<file path="config.mk">
export PLATFORM = sky130hd
export DESIGN_NAME = uart_frame_engine
export DESIGN_NICKNAME = d
export VERILOG_FILES = /design/src/rtl/uart_frame_pkg.sv /design/src/rtl/uart_baud_tick.sv /design/src/rtl/uart_tx_core.sv /design/src/rtl/uart_rx_core.sv /design/src/rtl/uart_frame_engine.sv
export SDC_FILE = /design/constraint.sdc
export NUM_CORES = 1
export LEC_CHECK = 0
export BUFFER_PORTS_ARGS = -buffer_cell sky130_fd_sc_hd__buf_4
export CORE_MARGIN = 2
export CORE_UTILIZATION = 50
export DETAILED_ROUTE_END_ITERATION = 7
export PLACE_DENSITY = 0.82
export SYNTH_ARGS = -nofsm -noshare
export SYNTH_HDL_FRONTEND = slang
export SYNTH_SLANG_ARGS = --single-unit
export TNS_END_PERCENT = 5
</file>
<file path="constraint.sdc">
create_clock -name clk -period 8.4 [get_ports clk]
set_input_delay 0.84 -clock clk [delete_from_list [all_inputs] [get_ports clk]]
set_output_delay 0.84 -clock clk [all_outputs]
set_load 0.05 [all_outputs]
</file>
<file path="src/rtl/uart_frame_pkg.sv">
package uart_frame_pkg;

  localparam int BYTE_W = 8;

  typedef enum logic [2:0] {
    TX_IDLE, TX_START, TX_DATA, TX_PAR, TX_STOP1, TX_STOP2
  } tx_state_e;

  typedef enum logic [2:0] {
    RX_IDLE, RX_START, RX_DATA, RX_PAR, RX_STOP
  } rx_state_e;

  typedef struct packed {
    logic [1:0] len_sel;
    logic       par_en;
    logic       par_even;
    logic       par_stick;
    logic       two_stop;
    logic       fast;
  } frame_cfg_t;

  // Parity value to place on the line (or expect) for data d.
  function automatic logic parity_value(input logic [BYTE_W-1:0] d,
                                        input logic [1:0] len_sel,
                                        input logic par_even,
                                        input logic par_stick);
    logic [BYTE_W-1:0] mask;
    mask = 8'hFF >> (2'd3 - len_sel);
    if (par_stick) return ~par_even;
    else if (par_even) return ^(d & mask);
    else return ~^(d & mask);
  endfunction

endpackage

</file>
<file path="src/rtl/uart_baud_tick.sv">
module uart_baud_tick #(
  parameter int DIV_W = 16
) (
  input  logic             clk,
  input  logic             rst,
  input  logic [DIV_W-1:0] divisor,
  output logic             tick
);
  logic [DIV_W-1:0] cnt;

  always_ff @(posedge clk) begin
    if (rst) begin
      cnt  <= '0;
      tick <= 1'b0;
    end else if (divisor == '0) begin
      cnt  <= '0;
      tick <= 1'b0;
    end else if (cnt >= divisor - 1'b1) begin
      cnt  <= '0;
      tick <= 1'b1;
    end else begin
      cnt  <= cnt + 1'b1;
      tick <= 1'b0;
    end
  end
endmodule

</file>
<file path="src/rtl/uart_tx_core.sv">
module uart_tx_core
  import uart_frame_pkg::*;
(
  input  logic              clk,
  input  logic              rst,
  input  logic              tick,
  input  logic              enable,
  input  frame_cfg_t        cfg,
  input  logic              break_req,
  input  logic [BYTE_W-1:0] data,
  input  logic              valid,
  output logic              ready,
  output logic              txd
);
  tx_state_e         state;
  logic [3:0]        tcnt;
  logic [2:0]        bidx;
  logic [BYTE_W-1:0] shreg;
  logic              par_bit;
  logic              line;
  logic [3:0]        tick_last;
  logic [2:0]        bit_last;

  assign tick_last = cfg.fast ? 4'd7 : 4'd15;
  assign bit_last  = 3'd4 + {1'b0, cfg.len_sel};
  assign ready     = (state == TX_IDLE) && enable && !break_req;

  always_ff @(posedge clk) begin
    if (rst) begin
      state   <= TX_IDLE;
      tcnt    <= '0;
      bidx    <= '0;
      shreg   <= '0;
      par_bit <= 1'b0;
    end else if (state == TX_IDLE) begin
      if (valid && ready) begin
        shreg   <= data;
        par_bit <= parity_value(data, cfg.len_sel, cfg.par_even, cfg.par_stick);
        tcnt    <= '0;
        bidx    <= '0;
        state   <= TX_START;
      end
    end else if (tick) begin
      if (tcnt != tick_last) begin
        tcnt <= tcnt + 1'b1;
      end else begin
        tcnt <= '0;
        case (state)
          TX_START: state <= TX_DATA;
          TX_DATA: begin
            shreg <= shreg >> 1;
            if (bidx == bit_last) state <= cfg.par_en ? TX_PAR : TX_STOP1;
            else bidx <= bidx + 1'b1;
          end
          TX_PAR:   state <= TX_STOP1;
          TX_STOP1: state <= cfg.two_stop ? TX_STOP2 : TX_IDLE;
          default:  state <= TX_IDLE;
        endcase
      end
    end
  end

  always_comb begin
    case (state)
      TX_START: line = 1'b0;
      TX_DATA:  line = shreg[0];
      TX_PAR:   line = par_bit;
      default:  line = 1'b1;
    endcase
  end

  always_ff @(posedge clk) begin
    if (rst) txd <= 1'b1;
    else     txd <= break_req ? 1'b0 : line;
  end
endmodule

</file>
<file path="src/rtl/uart_rx_core.sv">
module uart_rx_core
  import uart_frame_pkg::*;
(
  input  logic              clk,
  input  logic              rst,
  input  logic              tick,
  input  logic              rxd_s,
  input  logic [1:0]        len_sel,
  input  logic              par_en,
  input  logic              par_even,
  input  logic              par_stick,
  input  logic              fast,
  output logic              done,
  output logic [BYTE_W-1:0] data,
  output logic              frame_err,
  output logic              par_err,
  output logic              brk
);
  rx_state_e         state;
  logic [3:0]        tcnt;
  logic [2:0]        bidx;
  logic [BYTE_W-1:0] shreg;
  logic              prev;
  logic              all_low;
  logic              par_rx;
  logic [3:0]        tick_last;
  logic [3:0]        half_last;
  logic [2:0]        bit_last;
  logic [BYTE_W-1:0] aligned;

  assign tick_last = fast ? 4'd7 : 4'd15;
  assign half_last = fast ? 4'd3 : 4'd7;
  assign bit_last  = 3'd4 + {1'b0, len_sel};
  assign aligned   = shreg >> (2'd3 - len_sel);

  always_ff @(posedge clk) begin
    if (rst) begin
      state     <= RX_IDLE;
      tcnt      <= '0;
      bidx      <= '0;
      shreg     <= '0;
      prev      <= 1'b1;
      all_low   <= 1'b0;
      par_rx    <= 1'b0;
      done      <= 1'b0;
      data      <= '0;
      frame_err <= 1'b0;
      par_err   <= 1'b0;
      brk       <= 1'b0;
    end else begin
      prev <= rxd_s;
      done <= 1'b0;
      case (state)
        RX_IDLE: begin
          if (prev && !rxd_s) begin
            tcnt  <= '0;
            state <= RX_START;
          end
        end
        RX_START: begin
          if (tick) begin
            if (tcnt != half_last) begin
              tcnt <= tcnt + 1'b1;
            end else begin
              tcnt <= '0;
              if (rxd_s) begin
                state <= RX_IDLE;
              end else begin
                bidx    <= '0;
                all_low <= 1'b1;
                state   <= RX_DATA;
              end
            end
          end
        end
        default: begin
          if (tick) begin
            if (tcnt != tick_last) begin
              tcnt <= tcnt + 1'b1;
            end else begin
              tcnt    <= '0;
              all_low <= all_low & ~rxd_s;
              if (state == RX_DATA) begin
                shreg <= {rxd_s, shreg[BYTE_W-1:1]};
                if (bidx == bit_last) state <= par_en ? RX_PAR : RX_STOP;
                else bidx <= bidx + 1'b1;
              end else if (state == RX_PAR) begin
                par_rx <= rxd_s;
                state  <= RX_STOP;
              end else begin
                done      <= 1'b1;
                data      <= aligned;
                frame_err <= ~rxd_s;
                brk       <= all_low & ~rxd_s;
                par_err   <= par_en &&
                             (par_rx != parity_value(aligned, len_sel, par_even, par_stick));
                state     <= RX_IDLE;
              end
            end
          end
        end
      endcase
    end
  end
endmodule

</file>
<file path="src/rtl/uart_frame_engine.sv">
module uart_frame_engine
  import uart_frame_pkg::*;
#(
  parameter int DIV_W       = 16,
  parameter int SYNC_STAGES = 2
) (
  input  logic             clk,
  input  logic             rst,
  input  logic [DIV_W-1:0] divisor,
  input  logic             fast_mode,
  input  logic [1:0]       data_bits,
  input  logic             parity_en,
  input  logic             parity_even,
  input  logic             parity_stick,
  input  logic             two_stop,
  input  logic             break_tx,
  input  logic [7:0]       tx_data,
  input  logic             tx_valid,
  output logic             tx_ready,
  output logic             txd,
  input  logic             rxd,
  input  logic             rx_ready,
  output logic             rx_valid,
  output logic [7:0]       rx_data,
  output logic             rx_frame_err,
  output logic             rx_parity_err,
  output logic             rx_break,
  output logic             rx_overrun
);
  frame_cfg_t        cfg;
  logic              tick;
  logic              rxd_s;
  logic              rx_done;
  logic [BYTE_W-1:0] rx_word;
  logic              rx_ferr, rx_perr, rx_brk;

  assign cfg = '{len_sel: data_bits, par_en: parity_en, par_even: parity_even,
                 par_stick: parity_stick, two_stop: two_stop, fast: fast_mode};

  uart_baud_tick #(.DIV_W(DIV_W)) baud_i (
    .clk(clk), .rst(rst), .divisor(divisor), .tick(tick)
  );

  // Input synchroniser for the asynchronous receive line
  generate
    if (SYNC_STAGES > 1) begin : g_sync_chain
      logic [SYNC_STAGES-1:0] sync_q;
      always_ff @(posedge clk) begin
        if (rst) sync_q <= '1;
        else     sync_q <= {sync_q[SYNC_STAGES-2:0], rxd};
      end
      assign rxd_s = sync_q[SYNC_STAGES-1];
    end else begin : g_sync_single
      logic sync_q;
      always_ff @(posedge clk) begin
        if (rst) sync_q <= 1'b1;
        else     sync_q <= rxd;
      end
      assign rxd_s = sync_q;
    end
  endgenerate

  uart_tx_core tx_i (
    .clk(clk), .rst(rst), .tick(tick), .enable(divisor != '0), .cfg(cfg),
    .break_req(break_tx), .data(tx_data), .valid(tx_valid),
    .ready(tx_ready), .txd(txd)
  );

  uart_rx_core rx_i (
    .clk(clk), .rst(rst), .tick(tick), .rxd_s(rxd_s),
    .len_sel(data_bits), .par_en(parity_en), .par_even(parity_even),
    .par_stick(parity_stick), .fast(fast_mode),
    .done(rx_done), .data(rx_word), .frame_err(rx_ferr),
    .par_err(rx_perr), .brk(rx_brk)
  );

  // Output holding stage with overrun marking
  always_ff @(posedge clk) begin
    if (rst) begin
      rx_valid      <= 1'b0;
      rx_data       <= '0;
      rx_frame_err  <= 1'b0;
      rx_parity_err <= 1'b0;
      rx_break      <= 1'b0;
      rx_overrun    <= 1'b0;
    end else begin
      if (rx_valid && rx_ready) begin
        rx_valid   <= 1'b0;
        rx_overrun <= 1'b0;
      end
      if (rx_done) begin
        if (rx_valid && !rx_ready) begin
          rx_overrun <= 1'b1;
        end else begin
          rx_valid      <= 1'b1;
          rx_data       <= rx_word;
          rx_frame_err  <= rx_ferr;
          rx_parity_err <= rx_perr;
          rx_break      <= rx_brk;
        end
      end
    end
  end
endmodule

</file>
==> results.json, run 1 <==
{
  "status": "complete, no violations",
  "synthFlopType": "dfxtp_1",
  "ios": 52,
  "min_to": "g_sync_chain.sync_q[1]",
  "async_flop_share_pct": 0,
  "pwr-share-clk_pct": 32.8,
  "nets": 658,
  "antenna_found_initial": 0,
  "cts_hold_buf": 0,
  "post-route-min-period_ns": 3.718,
  "tns_ns": 0,
  "grt_pass1_vias": 3679,
  "layout-drive-gt1-share_pct": 13.58,
  "crit_path_start_kind": "input pin",
  "n_antenna_cell": 0,
  "die_h_um": 100.7,
  "die_x_um": 100.7,
  "fin_crit_sh_pct": 44.26,
  "rr_startpoint": "tx_i.state[0]",
  "clockBufferDepth": 2,
  "slew_headroom_pct": 24.53,
  "rrSetupSlack_ns": 5.51,
  "p_comb_share_pct": 14.8,
  "worstSetupPathType": "in2reg",
  "post-cts-setup-buffers": 0,
  "placement.io_buffers": 51,
  "die-area_mm2": 0.01014,
  "wl_um": 9351,
  "cts_resized": 0,
  "synth_area_mm2": 0.004673,
  "cts_max_level": 3,
  "core_area_mm2": 0.009153,
  "cellPowerDensity_mw_per_mm2": 153.6,
  "num_vias": 3947,
  "worst_pin_slew_ns": 1.127,
  "rsz0062_at_grt": "no",
  "root_buffer": "clkbuf_8",
  "row_count": 35,
  "dp_hpwl_um": 6841,
  "grt_first_pass_wirelength_um": 16070,
  "nFillCells": 791,
  "cpMostUsedCell": "nor4_1",
  "place_inst": 699,
  "worstHoldStart": "g_sync_chain.sync_q[0]",
  "min_path_cells": 1,
  "grt_start_max_net_pins": 66,
  "area_growth_pct": 12.77,
  "cts_tree": "yes",
  "p_seq_share_pct": 52.4,
  "cp_num_buf_inv": 1,
  "crit_slowest_cell": "o211ai_1",
  "fin_cells": 715,
  "hold_viol": 0,
  "yosys_warnings": 0,
  "grt_usage_pct": 19.23,
  "setup_violations": 0,
  "total_leakage_power_nw": 2.147,
  "hold_path.class": "reg2reg",
  "yosys.area.top_type": "dfxtp_1",
  "clk_latency_ns": 0.36,
  "viasPerCell": 5.520,
  "yosysSeqAreaShare_pct": 36.41,
  "p_int_w": 0.0005769,
  "r2r-end": "tx_i.shreg[5]",
  "slowest_delay_ns": 0.88,
  "layout_setup_ws_ns": 4.682,
  "synth.distinct_cells": 52,
  "synth_seq_cells": 85,
  "crit_arrival_ns": 3.92,
  "synth_area_leaders": "dfxtp_1 (36%), nor2_1 (7.0%), ha_1 (5.9%), mux2i_1 (5.1%), a21oi_1 (4.9%)",
  "p_sw_w": 0.0002327,
  "vdd_drop_max_v": 0.00008696,
  "place_congestion": 0.8193,
  "path_clk_slew_ns": 0.09,
  "worstPathRequired_ns": 8.60,
  "cts_buffers": 9,
  "slew_viol_final": 0,
  "synth-edff-count": 0,
  "end_kind": "register",
  "first_pass_iters": 4,
  "start_util_pct": 51.06,
  "synth_cells": 565,
  "ant_nets": 0,
  "yosysTopAreaCellShare_pct": 36.41,
  "worst-r2r-cell-count": 5,
  "remaining_drc_errors": 0,
  "clock_sink_count": 85,
  "p_sw_share_pct": 28.74,
  "crit_fanout": 16,
  "drv_cap": 0,
  "crit_chain": "buf_4, nor4_1, nand2_1, nor3_1, nand2b_1, nor4_1, xnor2_1, ha_1, nand4_1, a21o_1, o211ai_1, nor2_1",
  "wl_per_cell_um": 13.08,
  "first_iter_violations": 153,
  "fin_skew_ns": 0.01372,
  "syn-num-nets": 624,
  "gr-total-overflow": 0,
  "path_delay_family": "simple AND/OR/NAND/NOR gates",
  "pre_cts_ws_ns": 4.300,
  "timing.fmax_mhz": 269.0,
  "syn_avg_cell_area_um2": 8.271
}
## registers in the layout (all words and copies together) (netlist names), 2 cells and up
register and flops:
baud_i.cnt 16, g_sync_chain.sync_q 2, rx_data 8, rx_i.bidx 3, rx_i.data 8, rx_i.shreg 8, rx_i.state 3, rx_i.tcnt 4
tx_i.bidx 3, tx_i.shreg 8, tx_i.state 3, tx_i.tcnt 4
## layout make-up
type                            count  area, µm²  share of cell area (%)
Inverter                           13      48.80                  0.9259
Tap cell                          111      138.9                   2.635
Multi-Input combinational cell    437       2801                   53.16
Sequential cell                    85       1702                   32.29
Clock buffer                        9      123.9                   2.350
Timing Repair Buffer               53      397.9                   7.550
Clock inverter                      7      57.56                   1.092
## metrics by stage
stage	utilization (%)	power, W	hold WS (ns)	instance area [µm²]
detailed placement	55.60	0.0005535	0.4075	5089
global route	57.58	0.0008508	0.4713	5270
CTS	57.58	0.0008196	0.4201	5270
floorplan	-	0.0005168	0.3895	4673
global placement	55.60	0.0005493	0.4109	5089
finish	57.58	0.0008097	0.4211	5270
## power groups by stage
| stage | sequential (W) | clock, W | combinational, W |
|---|---|---|---|
| floorplan | 0.000430 | 0 | 0.0000868 |
| global placement | 0.000433 | 0 | 0.000116 |
| detailed placement | 0.000434 | 0 | 0.000120 |
| CTS | 0.000424 | 0.000275 | 0.000120 |
| global route | 0.000427 | 0.000291 | 0.000133 |
| finish | 0.000425 | 0.000265 | 0.000120 |
## synthesized netlist by cell type (6+ instances only)
library cell,n
a211oi_1,10
inv_1,13
a311oi_1,8
mux2i_1,24
nand3_1,25
xor2_1,26
o21ai_0,18
xnor2_1,26
clkbuf_1,25
ha_1,22
nor3b_1,8
nor2_1,87
a21oi_1,46
a21o_1,6
dfxtp_1,85
nand4_1,7
nand2b_1,8
nand2_1,51
nor3_1,9
nor2b_1,7
## layer usage
layer  GRT usage (%)  wire length (µm)  up-vias
met5               0                 0        -
met4           4.847                95        0
met3           4.161               234        9
met2           33.79              4667       58
met1           23.86              4354     1851
li1                -                 -     2029
## cells by family (layout without fill, tap and decap cells)
logic type	after synthesis	in the layout	synth area share, %
AND/OR/NAND/NOR	236	236	24.50
multiplexers	25	25	5.382
XOR/XNOR	53	53	10.23
buffers and inverters	43	82	3.641
flip-flops	85	85	36.41
adder cells (fa/ha/maj)	22	22	5.890
AO/OA/AOI/OAI	101	101	13.95
## worst max path at each step
stage | startpoint | endpoint | slack, ns | cells past startpoint
2_1_floorplan | divisor[0] | baud_i.cnt[14] | 4.91 | 15
3_3_place_gp | divisor[0] | baud_i.cnt[13] | 4.42 | 14
3_5_place_dp | divisor[0] | baud_i.cnt[2] | 4.30 | 14
4_1_cts | divisor[0] | baud_i.cnt[10] | 4.68 | 14
6_report | divisor[1] | baud_i.cnt[10] | 4.68 | 12
5_1_grt | divisor[1] | baud_i.cnt[10] | 4.12 | 12
## cells in the final DEF, fill, tap and decap left out, types with 2 or more instances in the layout
cell        instances
inv_1              13
xor2_1             26
clkbuf_8            9
a211oi_1           10
o21ai_0            17
mux2i_1            24
nor4_1              4
nand4b_1            2
a311oi_2            2
nor3_1              9
xnor2_1            26
a311oi_1            8
nor4b_1             2
or2_2               4
nand3b_1            3
and3_1              3
nand3_1            25
ha_1               22
dfxtp_1            85
or3_1               4
inv_6               3
a21oi_1            46
buf_4              53
a32o_1              2
a21o_1              6
nor2_1             87
nor2b_1             7
nor3b_1             8
and3b_1             3
and2_1              2
nand4_1             7
clkinvlp_4          3
nand2b_1            8
nand2_1            51
No activity file was read; power rests on OpenSTA's default activity.
==> inputs of run 2 (changes only) <==
clock period = 3.45 ns   (was 8.4 ns; I/O delays follow)
==> results.json, run 2 (synthesis gave the netlist of run 1 again) <==
{
  "tns_ns": 0,
  "core_area_mm2": 0.009153,
  "end_kind": "register",
  "stdcell_area_mm2": 0.005291,
  "min_to": "g_sync_chain.sync_q[0]",
  "post-cts-setup-buffers": 0,
  "row_count": 35,
  "post-route-min-period_ns": 2.911,
  "crit_start": "divisor[0]",
  "die_x_um": 100.7,
  "grt_start_max_net_pins": 66,
  "cellPowerDensity_mw_per_mm2": 378.1,
  "status": "complete, no violations",
  "first_iter_violations": 123,
  "layout_setup_ws_ns": 0.5395,
  "die-area_mm2": 0.01014,
  "ios": 52,
  "setup_violations": 0,
  "cts_buffers": 9,
  "crit_path_start_kind": "input pin",
  "layout-drive-gt1-share_pct": 13.70,
  "nFillCells": 789,
  "clock_sink_count": 85,
  "worstPathRequired_ns": 3.74,
  "largest_register_ffs": 16,
  "wl_per_cell_um": 13.79,
  "antenna_found_initial": 0,
  "num_vias": 3984,
  "rrSetupSlack_ns": 0.86,
  "top_register": "baud_i.cnt",
  "wl_um": 9886,
  "final_common_cell": "nor2_1",
  "cts_hold_buf": 0,
  "total_leakage_power_nw": 2.170,
  "grt_usage_pct": 20.41,
  "min_path_cells": 2,
  "worstHoldStart": "rxd",
  "ant_nets": 0,
  "first_pass_iters": 4,
  "rr_startpoint": "tx_i.state[0]",
  "die_h_um": 100.7,
  "cts_resized": 0,
  "crit_arrival_ns": 3.20,
  "path_clk_slew_ns": 0.08,
  "drv_cap": 0,
  "place_congestion": 0.8718,
  "remaining_drc_errors": 0,
  "slew_headroom_pct": 55.87,
  "clockBufferDepth": 2,
  "cts_max_level": 3,
  "hold_path.class": "in2reg",
  "crit_fanout": 16,
  "hold_viol": 0,
  "grt_first_pass_wirelength_um": 16890,
  "grt_pass1_vias": 3880,
  "r2r-end": "tx_i.shreg[1]",
  "clk_latency_ns": 0.35,
  "fin_skew_ns": 0.007017,
  "start_util_pct": 51.06,
  "gr-total-overflow": 0,
  "area_growth_pct": 13.23,
  "nets": 661,
  "worst_pin_slew_ns": 0.6619,
  "place_inst": 702,
  "slew_viol_final": 0,
  "timing.fmax_mhz": 343.6,
  "root_buffer": "clkbuf_8",
  "fin_crit_sh_pct": 84.36,
  "n_antenna_cell": 0,
  "fin_cells": 717,
  "dp_hpwl_um": 7133,
  "placement.io_buffers": 51,
  "vdd_drop_max_v": 0.0002080,
  "place_area_mm2": 0.005111,
  "cts_tree": "yes",
  "final_cell_mix": "nor2_1 (87), dfxtp_1 (85), buf_4 (56), nand2_1 (51), a21oi_1 (46)",
  "viasPerCell": 5.556,
  "multi_input_area_mm2": 0.002801,
  "worstSetupPathType": "in2reg",
  "rsz0062_at_grt": "no",
  "pre_cts_ws_ns": 0.1749,
  "ff_latch_area_mm2": 0.001702,
  "worst-r2r-cell-count": 6
}
## run 2: cell types whose count changed in the layout (fill, tap and decap cells not counted), sizes merged
cell / change
clkinvlp: -2
inv: -3
clkinv: +2
clkbuf: +1
bufinv: +1
buf: +3
## run 2: power by group
group | internal, W | switching (W) | total (W)
logic | 0.000131 | 0.000165 | 0.000296
registers | 0.00101 | 0.0000278 | 0.00103
clock network | 0.000327 | 0.000344 | 0.000671
total | 0.00146 | 0.000536 | 0.00200
## run 2: layer usage
layer	track usage, %	vias to the layer above	part of all wire [%]
met2	36.41	53	51
met3	4.438	11	3.1
met4	5.796	0	1.0
met5	0	-	0
li1	-	2034	-
met1	24.58	1886	45
## run 2: worst max-delay path by stage
stage / endpoint / slack [ns] / cells past startpoint
2_1_floorplan: baud_i.cnt[14] / 0.45 / 15
3_3_place_gp: baud_i.cnt[13] / 0.37 / 16
3_5_place_dp: baud_i.cnt[5] / 0.17 / 16
4_1_cts: baud_i.cnt[5] / 0.53 / 16
5_1_grt: baud_i.cnt[3] / 0.32 / 16
6_report: baud_i.cnt[5] / 0.54 / 16
## run 2: through the flow
step | power (W) | utilization [%] | hold WS [ns]
2_1_floorplan | 0.001258 | - | 0.3895
3_5_place_dp | 0.001351 | 55.84 | 0.4294
6_report | 0.002001 | 57.81 | 0.1807
5_1_grt | 0.002093 | 57.81 | 0.1707
4_1_cts | 0.002014 | 57.81 | 0.1730
3_3_place_gp | 0.001341 | 55.84 | 0.4136
## run 2: final cells by class
| type | instances | area share, % |
|---|---|---|
| Clock inverter | 5 | 0.9931 |
| Tap cell | 111 | 2.625 |
| Multi-Input combinational cell | 437 | 52.94 |
| Inverter | 13 | 0.9222 |
| Timing Repair Buffer | 56 | 7.945 |
| Clock buffer | 10 | 2.412 |
| Sequential cell | 85 | 32.16 |
## run 2: critical path: stages
cell and delay, ns:
buf_4 0.12, inv_1 0.07, ha_1 0.19, nor3b_1 0.39, nand2_2 0.15, or3_1 0.34, xor2_1 0.15, ha_1 0.18
a21o_1 0.18, a21o_1 0.17, a21oi_1 0.18, nand2_1 0.07, a41oi_1 0.21, o211ai_1 0.13, buf_4 0.21, nor2_1 0.12
==> inputs of run 3 (changes only) <==
clock period = 2.7 ns   (was 3.45 ns; I/O delays follow)
==> results.json, run 3 (synthesis gave the netlist of run 1 again) <==
{
  "ant_nets": 0,
  "remaining_drc_errors": 0,
  "layout_setup_ws_ns": 0.1559,
  "grt_start_max_net_pins": 40,
  "die-area_mm2": 0.01014,
  "first_iter_violations": 203,
  "die_h_um": 100.7,
  "p_comb_share_pct": 15.3,
  "vdd_drop_max_v": 0.0002724,
  "crit_path_start_kind": "input pin",
  "slowest_delay_ns": 0.32,
  "cts_tree": "yes",
  "nFillCells": 781,
  "post-route-min-period_ns": 2.544,
  "multi_input_area_mm2": 0.002838,
  "ios": 52,
  "stdcell_area_mm2": 0.005565,
  "gr-total-overflow": 0,
  "cts_buffers": 9,
  "final_cell_mix": "nor2_1 (87), dfxtp_1 (85), buf_4 (76), nand2_1 (51), a21oi_1 (46)",
  "clk_latency_ns": 0.36,
  "wl_um": 10270,
  "path_clk_slew_ns": 0.08,
  "dp_hpwl_um": 7306,
  "drv_cap": 0,
  "n_antenna_cell": 0,
  "row_count": 35,
  "post-cts-setup-buffers": 0,
  "place_congestion": 0.8419,
  "final_common_cell": "nor2_1",
  "fin_skew_ns": 0.008429,
  "ff_latch_area_mm2": 0.001702,
  "setup_violations": 0,
  "antenna_found_initial": 0,
  "p_sw_w": 0.0007210,
  "grt_usage_pct": 21.03,
  "root_buffer": "clkbuf_8",
  "slew_headroom_pct": 62.63,
  "crit_arrival_ns": 2.84,
  "wl_per_cell_um": 13.89,
  "first_pass_iters": 5,
  "crit_fanout": 16,
  "timing.fmax_mhz": 393.1,
  "end_kind": "register",
  "viasPerCell": 5.583,
  "die_x_um": 100.7,
  "crit_chain": "buf_4, inv_1, ha_1, nor3b_4, nand2_2, or3_1, xor2_1, ha_1, a21o_1, a21o_1, a21oi_1, nand2_1, a41oi_2, o211ai_1, buf_4, nor2_1",
  "rsz0062_at_grt": "no",
  "hold_path.class": "in2reg",
  "clock_sink_count": 85,
  "finalPower_w": 0.002851,
  "total_leakage_power_nw": 2.311,
  "nets": 682,
  "pwr-share-clk_pct": 38.7,
  "p_seq_share_pct": 46.1,
  "largest_register_ffs": 16,
  "clockBufferDepth": 2,
  "core_area_mm2": 0.009153,
  "worstSetupPathType": "in2reg",
  "pre_cts_ws_ns": -0.2466,
  "final_core_util_pct": 60.81,
  "layout-drive-gt1-share_pct": 17.52,
  "fin_crit_sh_pct": 94.22,
  "area_growth_pct": 19.09,
  "p_sw_share_pct": 25.29,
  "start_util_pct": 51.06,
  "grt_first_pass_wirelength_um": 17460,
  "worstPathRequired_ns": 2.99,
  "p_int_w": 0.002130,
  "place_area_mm2": 0.005298,
  "top_register": "baud_i.cnt",
  "status": "complete, no violations",
  "placement.io_buffers": 51,
  "worst_pin_slew_ns": 0.5450,
  "hold_viol": 0,
  "num_vias": 4126,
  "cts_hold_buf": 0,
  "slew_viol_final": 0,
  "tns_ns": 0,
  "cts_max_level": 3,
  "cellPowerDensity_mw_per_mm2": 512.2,
  "grt_pass1_vias": 4065,
  "crit_slowest_cell": "or3_1"
}
==> run 3: final cells by class <==
cell class              instances  area share, %
clock buffers                  11          2.540
multi-input cells             437          50.99
well taps                     111          2.495
repair buffers                 77          10.61
clock inverters                 5          1.911
flip-flops and latches         85          30.58
inverters                      13         0.8768
==> run 3: routing by layer <==
layer | vias to the layer above | wire [µm] | global-route usage [%]
met5 | - | 0 | 0
met4 | 0 | 110 | 5.690
li1 | 2081 | - | -
met1 | 1949 | 4507 | 25.01
met3 | 14 | 429 | 5.062
met2 | 82 | 5217 | 37.69
==> run 3: final timing paths <==
path                               start                endpoint  slack (ns)  depth (start not counted)
hold reg to reg   g_sync_chain.sync_q[0]  g_sync_chain.sync_q[1]        0.42                          1
setup reg to reg           tx_i.state[1]           tx_i.shreg[1]        0.37                          6
setup / recovery              divisor[0]           baud_i.cnt[2]        0.16                         16
hold / removal                       rxd  g_sync_chain.sync_q[0]        0.11                          2
==> run 3: power groups by stage <==
| stage | clock (W) | sequential, W | combinational [W] |
|---|---|---|---|
| after CTS | 0.00112 | 0.00131 | 0.000434 |
| after detailed placement | 0 | 0.00134 | 0.000430 |
| after floorplan | 0 | 0.00134 | 0.000271 |
| final | 0.00110 | 0.00131 | 0.000436 |
| after global placement | 0 | 0.00134 | 0.000414 |
| after global routing | 0.00117 | 0.00132 | 0.000480 |
==> run 3: timing repair <==
action | 4_1_cts | 5_1_grt
resized for setup | 0 | 3
endpoints found under the hold margin | 0 | 0
setup endpoints to repair | 0 | 17
==> run 3: stage by stage <==
stage / hold WS [ns] / cells
2_1_floorplan: 0.3724 / 565
3_3_place_gp: 0.4008 / 723
3_5_place_dp: 0.3979 / 723
4_1_cts: 0.09702 / 739
5_1_grt: 0.09717 / 739
6_report: 0.1127 / 739
==> run 3: worst max-delay path, delay by kind of cell <==
family | cells | cell delay (ns)
AOI/OAI and AO/OA | 5 | 0.83
xor gates and xnor gates | 1 | 0.16
adders and majority gates | 2 | 0.36
buffers and inverters | 3 | 0.39
and+or+nand+nor | 5 | 0.83
